`config.mk`:
```
export PLATFORM = sky130hd
export DESIGN_NAME = pkt_timeout_mon
export DESIGN_NICKNAME = d
export VERILOG_FILES = /design/src/rtl/pkt_tmo_pkg.sv /design/src/rtl/ptm_sync.sv /design/src/rtl/ptm_bus_cond.sv /design/src/rtl/ptm_prescaler.sv /design/src/rtl/pkt_timeout_mon.sv
export SDC_FILE = /design/constraint.sdc
export NUM_CORES = 1
export LEC_CHECK = 0
export BUFFER_PORTS_ARGS = -buffer_cell sky130_fd_sc_hd__buf_2
export CAP_MARGIN = 10
export CORE_ASPECT_RATIO = 0.8
export CORE_MARGIN = 8
export CORE_UTILIZATION = 45
export DETAILED_ROUTE_END_ITERATION = 12
export GPL_TIMING_DRIVEN = 0
export PLACE_DENSITY_LB_ADDON = 0.15
export SLEW_MARGIN = 15
export SYNTH_ARGS = -nofsm -noshare
export SYNTH_HDL_FRONTEND = slang
export SYNTH_SLANG_ARGS = --single-unit
```
`constraint.sdc`:
```
create_clock -name clk -period 3.1 [get_ports clk]
set_input_delay 0.155 -clock clk [delete_from_list [all_inputs] [get_ports clk]]
set_output_delay 0.155 -clock clk [all_outputs]
set_load 0.01 [all_outputs]
```
`src/rtl/pkt_tmo_pkg.sv`:
```
package pkt_tmo_pkg;

   // bus events produced by the condition detector, one cycle each
   typedef struct packed {
      logic start;   // SDA fell while SCL high
      logic stop;    // SDA rose while SCL high
      logic idle;    // both lines high for the idle window (single pulse)
   } bus_evt_t;

   function automatic int unsigned max_u(int unsigned a, int unsigned b);
      return (a > b) ? a : b;
   endfunction

endpackage

```
`src/rtl/ptm_sync.sv`:
```
module ptm_sync #(
   parameter int unsigned WIDTH   = 2,
   parameter int unsigned STAGES  = 2,
   parameter bit          RST_VAL = 1'b1
) (
   input  logic             clk,
   input  logic             rst_n,
   input  logic [WIDTH-1:0] d_i,
   output logic [WIDTH-1:0] q_o
);

   if (STAGES < 2) begin : g_bad_stages
      $error("ptm_sync: STAGES must be at least 2");
   end

   for (genvar i = 0; i < WIDTH; i++) begin : g_line
      logic [STAGES-1:0] chain_q;
      always_ff @(posedge clk or negedge rst_n) begin
         if (!rst_n) chain_q <= {STAGES{RST_VAL}};
         else        chain_q <= {chain_q[STAGES-2:0], d_i[i]};
      end
      assign q_o[i] = chain_q[STAGES-1];
   end

endmodule

```
`src/rtl/ptm_bus_cond.sv`:
```
module ptm_bus_cond
   import pkt_tmo_pkg::*;
#(
   parameter int unsigned IDLE_CLKS = 16
) (
   input  logic     clk,
   input  logic     rst_n,
   input  logic     scl_s,
   input  logic     sda_s,
   output bus_evt_t evt_o
);

   logic sda_d;
   logic both_hi;

   always_ff @(posedge clk or negedge rst_n) begin
      if (!rst_n) sda_d <= 1'b1;
      else        sda_d <= sda_s;
   end

   assign both_hi     = scl_s & sda_s;
   assign evt_o.start = scl_s &  sda_d & ~sda_s;
   assign evt_o.stop  = scl_s & ~sda_d &  sda_s;

   if (IDLE_CLKS == 0) begin : g_no_idle
      assign evt_o.idle = 1'b0;
   end else begin : g_idle
      localparam int unsigned IW = max_u($clog2(IDLE_CLKS + 1), 1);
      localparam logic [IW-1:0] CNT_END  = IW'(IDLE_CLKS);
      localparam logic [IW-1:0] CNT_LAST = IW'(IDLE_CLKS - 1);
      logic [IW-1:0] cnt_q;

      always_ff @(posedge clk or negedge rst_n) begin
         if (!rst_n)             cnt_q <= '0;
         else if (!both_hi)      cnt_q <= '0;
         else if (cnt_q != CNT_END) cnt_q <= cnt_q + 1'b1;
      end

      // fires once per idle stretch: the counter parks at CNT_END
      assign evt_o.idle = both_hi && (cnt_q == CNT_LAST);
   end

endmodule

```
`src/rtl/ptm_prescaler.sv`:
```
module ptm_prescaler #(
   parameter int unsigned DIV = 125000
) (
   input  logic clk,
   input  logic rst_n,
   input  logic clr_i,
   input  logic en_i,
   output logic tick_o
);

   localparam int unsigned PW = (DIV > 1) ? $clog2(DIV) : 1;
   localparam logic [PW-1:0] LAST = PW'(DIV - 1);

   if (DIV < 2) begin : g_bad_div
      $error("ptm_prescaler: DIV must be at least 2");
   end

   logic [PW-1:0] pre_q;

   always_ff @(posedge clk or negedge rst_n) begin
      if (!rst_n)             pre_q <= '0;
      else if (clr_i)         pre_q <= '0;
      else if (en_i) begin
         if (pre_q == LAST)   pre_q <= '0;
         else                 pre_q <= pre_q + 1'b1;
      end
   end

   assign tick_o = en_i && (pre_q == LAST);

endmodule

```
`src/rtl/pkt_timeout_mon.sv`:
```
module pkt_timeout_mon
   import pkt_tmo_pkg::*;
#(
   parameter int unsigned CLK_PER_MS  = 125000,
   parameter int unsigned SHORT_MS    = 30,
   parameter int unsigned LONG_MS     = 255,
   parameter int unsigned MIN_MS      = 25,
   parameter int unsigned IDLE_CLKS   = 6250,
   parameter int unsigned SYNC_STAGES = 2
) (
   input  logic clk,
   input  logic rst_n,
   input  logic scl_i,
   input  logic sda_i,
   input  logic long_cfg_i,
   input  logic fault_log_rd_i,
   output logic timeout_o,
   output logic bus_release_o,
   output logic discard_o
);

   localparam int unsigned MSW = max_u($clog2(LONG_MS + 1), 1);
   localparam logic [MSW-1:0] SHORT_L = MSW'(SHORT_MS);
   localparam logic [MSW-1:0] LONG_L  = MSW'(LONG_MS);

   if (SHORT_MS < MIN_MS) begin : g_bad_short
      $error("pkt_timeout_mon: SHORT_MS below MIN_MS");
   end
   if (LONG_MS < SHORT_MS) begin : g_bad_long
      $error("pkt_timeout_mon: LONG_MS below SHORT_MS");
   end

   logic [1:0] sync_q;
   logic       scl_s, sda_s;
   bus_evt_t   evt;
   logic       start_w, stop_w, idle_w;
   logic       active_q;
   logic [MSW-1:0] ms_q;
   logic [MSW-1:0] lim_ms;
   logic       start_new, expire, set_w, tick;

   ptm_sync #(.WIDTH(2), .STAGES(SYNC_STAGES), .RST_VAL(1'b1)) u_sync (
      .clk   (clk),
      .rst_n (rst_n),
      .d_i   ({scl_i, sda_i}),
      .q_o   (sync_q)
   );
   assign scl_s = sync_q[1];
   assign sda_s = sync_q[0];

   ptm_bus_cond #(.IDLE_CLKS(IDLE_CLKS)) u_cond (
      .clk   (clk),
      .rst_n (rst_n),
      .scl_s (scl_s),
      .sda_s (sda_s),
      .evt_o (evt)
   );
   assign start_w = evt.start;
   assign stop_w  = evt.stop;
   assign idle_w  = evt.idle;

   ptm_prescaler #(.DIV(CLK_PER_MS)) u_pre (
      .clk    (clk),
      .rst_n  (rst_n),
      .clr_i  (start_new),
      .en_i   (active_q),
      .tick_o (tick)
   );

   assign lim_ms    = (long_cfg_i || fault_log_rd_i) ? LONG_L : SHORT_L;
   assign start_new = start_w && !active_q;
   assign expire    = active_q && (ms_q >= lim_ms);
   assign set_w     = expire && !stop_w;

   // packet window: only the opening START and a STOP move it
   always_ff @(posedge clk or negedge rst_n) begin
      if (!rst_n) begin
         active_q <= 1'b0;
         ms_q     <= '0;
      end else if (start_new) begin
         active_q <= 1'b1;
         ms_q     <= '0;
      end else if (stop_w || expire) begin
         active_q <= 1'b0;
      end else if (tick) begin
         ms_q     <= ms_q + 1'b1;
      end
   end

   always_ff @(posedge clk or negedge rst_n) begin
      if (!rst_n) begin
         timeout_o     <= 1'b0;
         bus_release_o <= 1'b0;
         discard_o     <= 1'b0;
      end else begin
         timeout_o <= set_w;

         if (set_w)                bus_release_o <= 1'b1;
         else if (stop_w || idle_w) bus_release_o <= 1'b0;

         if (start_new)            discard_o <= 1'b0;
         else if (set_w)           discard_o <= 1'b1;
      end
   end

endmodule

```
-- Yosys cells after proc, flatten, opt, wreduce, memory -nomap -nowiden
Index checks and enable logic that the tools add are counted.
- bitwise gates (word level): 7
- order comparisons: 1
- equality and inequality tests: 5
- reduce and logical (&&, ||, !) cells: 16
- multiplexer cells: 15
- $add $sub $neg: 3
- operators with widths (cell ; count):
    $mux 17 ; 3
    $mux 8 ; 4
    $mux 13 ; 2
    $add 17x1->17 const B ; 1
    $eq 17x17->1 const B ; 1
    $add 13x1->13 const B ; 1
    $eq 13x13->1 const B ; 1
    $ne 13x13->1 const B ; 1
    $reduce_bool 2->1 ; 5
    $add 8x1->8 const B ; 1
    $ge 8x8->1 ; 1
    $mux 1 ; 6
    $and 1x1->1 ; 5
    $logic_and 1x1->1 ; 5
    $ne 2x2->1 const B ; 2
    $logic_or 1x1->1 ; 3
    $logic_not 1->1 ; 2
    $not 1->1 ; 2
    $reduce_and 2->1 ; 1
- register bits after elaboration: 47
- input bits: 6
- output and inout port bits: 3
- logic and storage cells: 57

-- Depth between registers and ports, before layout
- word-level depth: 7
- gate-level depth with buffers: 9

-- Modules after synthesis
From an unflattened synthesis, not the netlist that was laid out.
- cells, all modules: 248
- area total of the unflattened synthesis: 2432.3 µm²
- by module, submodules not included (module ; cells an instance ; area each (µm²) ; instances):
    ptm_prescaler ; 95 ; 892.1 ; 1
    ptm_bus_cond ; 84 ; 794.5 ; 1
    pkt_timeout_mon ; 63 ; 625.6 ; 1
    ptm_sync ; 6 ; 120.1 ; 1

-- Least setup slack after synthesis
OpenSTA, ideal clock, no wires.
- kind: register to register
- start: reg u_pre.pre_q[12]
- end: reg ms_q[7]
- stages on the path, launching flop included: 7
- clock period less this slack: 2112 ps
- path slack: 988 ps
- library setup time: 77 ps
- path buffers: 1
- data required time: 3023 ps
- data arrival time: 2035 ps
- cells stage by stage: dfrtp_1 or4_4 o41ai_4 o211ai_1 buf_2 or3_1 a21oi_1
- word-level cells in the longest chain between the ends: 4
- ends and longest elaborated chain (element ; line ; text):
    start, declared ; ptm_prescaler.sv:18 ; logic [PW-1:0] pre_q;
    start signal, assigned ; ptm_prescaler.sv:25 ; else pre_q <= pre_q + 1'b1;
    $eq 17x17->1 ; ptm_prescaler.sv:29 ; assign tick_o = en_i && (pre_q == LAST);
    $logic_and 1x1->1 ; ptm_prescaler.sv:29 ;
    $reduce_bool 2->1 (no line) ; -- ;
    $reduce_and 2->1 (no line) ; -- ;
    end signal, assigned ; pkt_timeout_mon.sv:86 ; ms_q <= ms_q + 1'b1;
    end, declared ; pkt_timeout_mon.sv:38 ; logic [MSW-1:0] ms_q;
No other way between the ends.
A chain may end at the register's enable or synchronous reset.

-- Worst setup path in the final report
- start: reg u_pre.pre_q[7]
- end: reg u_pre.pre_q[15]
- word-level cells in the longest chain between the ends: 4
- elaborated cells between the ends (all ways): 5
- ends and longest elaborated chain (element ; line ; text):
    $add 17x1->17 or $eq 17x17->1 (tied branches) ; ptm_prescaler.sv:25, ptm_prescaler.sv:24 ;
    $mux 17 * ; ptm_prescaler.sv:24 ; if (pre_q == LAST) pre_q <= '0;
    $mux 17 * ; ptm_prescaler.sv:23 ; else if (en_i) begin
    $mux 17 * ; ptm_prescaler.sv:22 ; else if (clr_i) pre_q <= '0;
Mark *: on every way between the ends. The rest lies on a longest branch, timed or not. The select of a mux whose other input is x is not followed.

==> flow_summary.json <==
{
  "crit_slowest_cell": "or4_4",
  "post_cts_buffers": 0,
  "coreArea_mm2": 0.00506,
  "syn_inst": 252,
  "layout-drive-gt1-share_pct": 9.56,
  "insertedDiodeCount": 0,
  "ys_seq_area_share_pct": 49.6,
  "hold_path_class": "primary input to asynchronous set/reset pin",
  "gp_congestion": 0.788,
  "grt_max_degree": 48,
  "die_x_um": 97.3,
  "start_util_pct": 47.0,
  "path_buf_inv": 2,
  "num_vias": 1895,
  "status": "finished clean",
  "drt-total-wl_mm": 4.66,
  "fin_area_mm2": 0.00263,
  "grt-ovfl-total": 0,
  "p_per_area_mw_per_mm2": 489,
  "portBuffers": 8,
  "ys.flop_type": "dfrtp_1",
  "placed_cell_area_mm2": 0.00250,
  "track_usage_pct": 11.8,
  "ys_ff_latch": 47,
  "ys_top_cells_by_area": "dfrtp_1 (44%), o21ai_0 (7.1%), dfstp_2 (5.5%), nand2_1 (4.1%), nor2_1 (4.1%)",
  "power_uw": 1290,
  "die_y_um": 81.1,
  "grt_pass1_wl_mm": 7.76,
  "drtIter0Drc": 85,
  "crit_required_ns": 3.26,
  "synth_top_area_share_pct": 44.1,
  "nNetsFinal": 283,
  "cts_hold_buf": 2,
  "grt_pass1_vias": 1690,
  "synth_largest_area_cell": "dfrtp_1",
  "period_share_pct": 76.9,
  "drc": 0,
  "worstPathMaxFanout": 10,
  "cts_resized": 0,
  "wire_per_inst_um": 13.9,
  "ys_warn_count": 0,
  "rr_endpoint": "u_pre.pre_q[15]$_DFFE_PN0P_",
  "syn_area_per_cell_um2": 9.45,
  "async_flop_share_pct": 100,
  "area_growth_pct": 10.6,
  "finalSetupViolCount": 0,
  "pin_count": 9,
  "timing.rr.start": "u_pre.pre_q[7]$_DFFE_PN0P_",
  "synth_nets": 264,
  "tightest_slew_ns": 0.590,
  "synth_area_mm2": 0.00238,
  "path_class": "flip-flop to flip-flop",
  "max_slew_margin_pct": 60.6,
  "rsz0062_at_grt": "no",
  "path_clk_slew_ns": 0.09,
  "reg2reg_depth": 5,
  "row_count": 23,
  "rrSetupSlack_ns": 0.72,
  "cts_buffers": 5,
  "cap_viol_max_count": 0,
  "seqCellArea_mm2": 0.00118,
  "finalClockSkew_ns": 0.00867,
  "n_fill_cell": 484,
  "tns_ns": 0,
  "ant_nets": 0,
  "ys_types": 40,
  "setup_ws_ns": 0.717,
  "antenna_found_initial": 0,
  "htree_levels": 2,
  "firstDrtPassIters": 4,
  "slew_viol_final": 0,
  "ir_drop_v": 0.000322,
  "crit_path_end_kind": "flip-flop",
  "startpoint_type": "flip-flop",
  "max_freq_ghz": 0.420,
  "multi_input_area_mm2": 0.00114,
  "cts.path.max_buffers": 2,
  "clock_sinks": 47,
  "synth_edf_count": 0,
  "cp.arrival_ns": 2.54,
  "vias_per_cell": 5.67,
  "dp_slack_ns": 0.707,
  "cp_cell_sequence": "or4_4 > o41ai_4 > buf_2 > buf_1 > o21ai_0",
  "hold_viol": 0,
  "layout_min_cycle_time_ns": 2.38,
  "cts_tree": "done",
  "dieArea_mm2": 0.00789,
  "place_hpwl_mm": 3.16,
  "crit_family": "buffers and inverters",
  "root_buffer": "clkbuf_8",
  "p_leak_uw": 0.00107,
  "slowest_delay_ns": 0.55,
  "clk_latency_ns": 0.29
}
-- power breakdown --
part | internal (µW) | leakage [µW] | switching (µW) | total (µW)
Sequential | 666 | 0.000628 | 57.1 | 723
Combinational | 80.9 | 0.000400 | 129 | 210
Clock | 155 | 0.0000477 | 200 | 355
Total | 902 | 0.00107 | 387 | 1290
-- layout make-up --
| cell class | count | share of cell area (%) |
|---|---|---|
| clock inverters | 3 | 0.570 |
| plain buffers | 7 | 1.09 |
| inverters | 7 | 0.998 |
| well taps | 62 | 2.95 |
| flip-flops and latches | 47 | 44.9 |
| multi-input cells | 191 | 43.5 |
| clock buffers | 5 | 2.61 |
| repair buffers | 12 | 3.42 |
-- placed cells by master (no fill, tap or decap), drive strengths merged --
master       netlist  final
a211oi             1      1
a21boi             3      3
a21oi              9      9
a31oi              2      2
a41oi              2      2
and2               4      4
and3               3      3
and3b              1      1
buf                3     12
clkbuf             4      9
clkinv             0      3
dfrtp             42     42
dfstp              5      5
dlygate4sd3        0      3
ha                 6      6
inv                7      7
nand2             26     26
nand2b             4      4
nand3             17     17
nand3b             1      1
nand4              4      4
nand4b             1      1
nand4bb            1      1
nor2              26     26
nor2b              3      3
nor3               3      3
nor4               1      1
nor4bb             2      2
o211ai             1      1
o21a               2      2
o21ai             34     34
o31ai              9      9
o32a               1      1
o32ai              1      1
o41ai              5      5
or3                4      4
or4                1      1
or4bb              1      1
xnor2              4      4
xor2               8      8
-- kinds of logic (layout without fill, tap and decap cells) --
kind of cell	Yosys count	after routing	synth area share, %
simple gates	103	103	21.7
xor+xnor	12	12	4.41
buf+inv	14	34	2.31
flops	47	47	49.6
fa+ha+maj	6	6	3.15
compound gates	70	70	18.7
-- worst max-delay path by stage --
| stage | start | end | slack, ns | cells past startpoint |
|---|---|---|---|---|
| 2_1_floorplan | u_pre.pre_q[12]$_DFFE_PN0P_ | ms_q[7]$_DFFE_PN0P_ | 0.99 | 6 |
| 3_3_place_gp | u_pre.pre_q[12]$_DFFE_PN0P_ | u_pre.pre_q[15]$_DFFE_PN0P_ | 0.73 | 5 |
| 3_5_place_dp | u_pre.pre_q[12]$_DFFE_PN0P_ | u_pre.pre_q[16]$_DFFE_PN0P_ | 0.71 | 5 |
| 4_1_cts | u_pre.pre_q[12]$_DFFE_PN0P_ | u_pre.pre_q[16]$_DFFE_PN0P_ | 0.72 | 5 |
| 5_1_grt | u_pre.pre_q[12]$_DFFE_PN0P_ | u_pre.pre_q[15]$_DFFE_PN0P_ | 0.60 | 5 |
| 6_report | u_pre.pre_q[7]$_DFFE_PN0P_ | u_pre.pre_q[15]$_DFFE_PN0P_ | 0.72 | 5 |
-- synthesized netlist by cell type, types with 2 or more instances --
library cell / count
xnor2_1: 4
nand4_1: 4
o21a_1: 2
nor2_1: 26
a31oi_1: 2
dfrtp_1: 42
nand2b_1: 4
clkbuf_1: 4
xor2_1: 8
nor4bb_1: 2
nor2b_1: 3
and3_1: 3
o31ai_1: 9
ha_1: 6
a21boi_0: 3
and2_1: 4
a41oi_1: 2
nand2_1: 26
buf_2: 2
nand3_1: 17
nor3_1: 3
o21ai_0: 34
o41ai_1: 4
or3_1: 4
dfstp_2: 5
a21oi_1: 9
inv_1: 7
-- state kept, by name (all words and copies together) (netlist names) --
name	count
active_q	1
bus_release_o	1
discard_o	1
ms_q	8
timeout_o	1
u_cond.g_idle.cnt_q	13
u_cond.sda_d	1
u_pre.pre_q	17
u_sync.g_line.chain_q	4
-- metrics by stage --
stage / std cells / hold slack, ns / utilization, %
2_1_floorplan: 252 / -0.141 / -
4_1_cts: 332 / 0.0788 / 51.4
6_report: 334 / 0.351 / 52.0
3_3_place_gp: 322 / 0.259 / 49.4
3_5_place_dp: 322 / 0.262 / 49.4
5_1_grt: 334 / 0.360 / 52.0
-- routing by layer --
metal | wire, µm | vias to the layer above | global-route usage [%] | share of wire, %
met3 | 111 | 5 | 2.63 | 2.4
met4 | 47 | 0 | 3.62 | 1.0
met2 | 2070 | 22 | 18.9 | 44
met5 | 0 | - | 0 | 0
met1 | 2430 | 918 | 15.6 | 52
li1 | - | 950 | - | -
(Power assumes the default switching activity.)
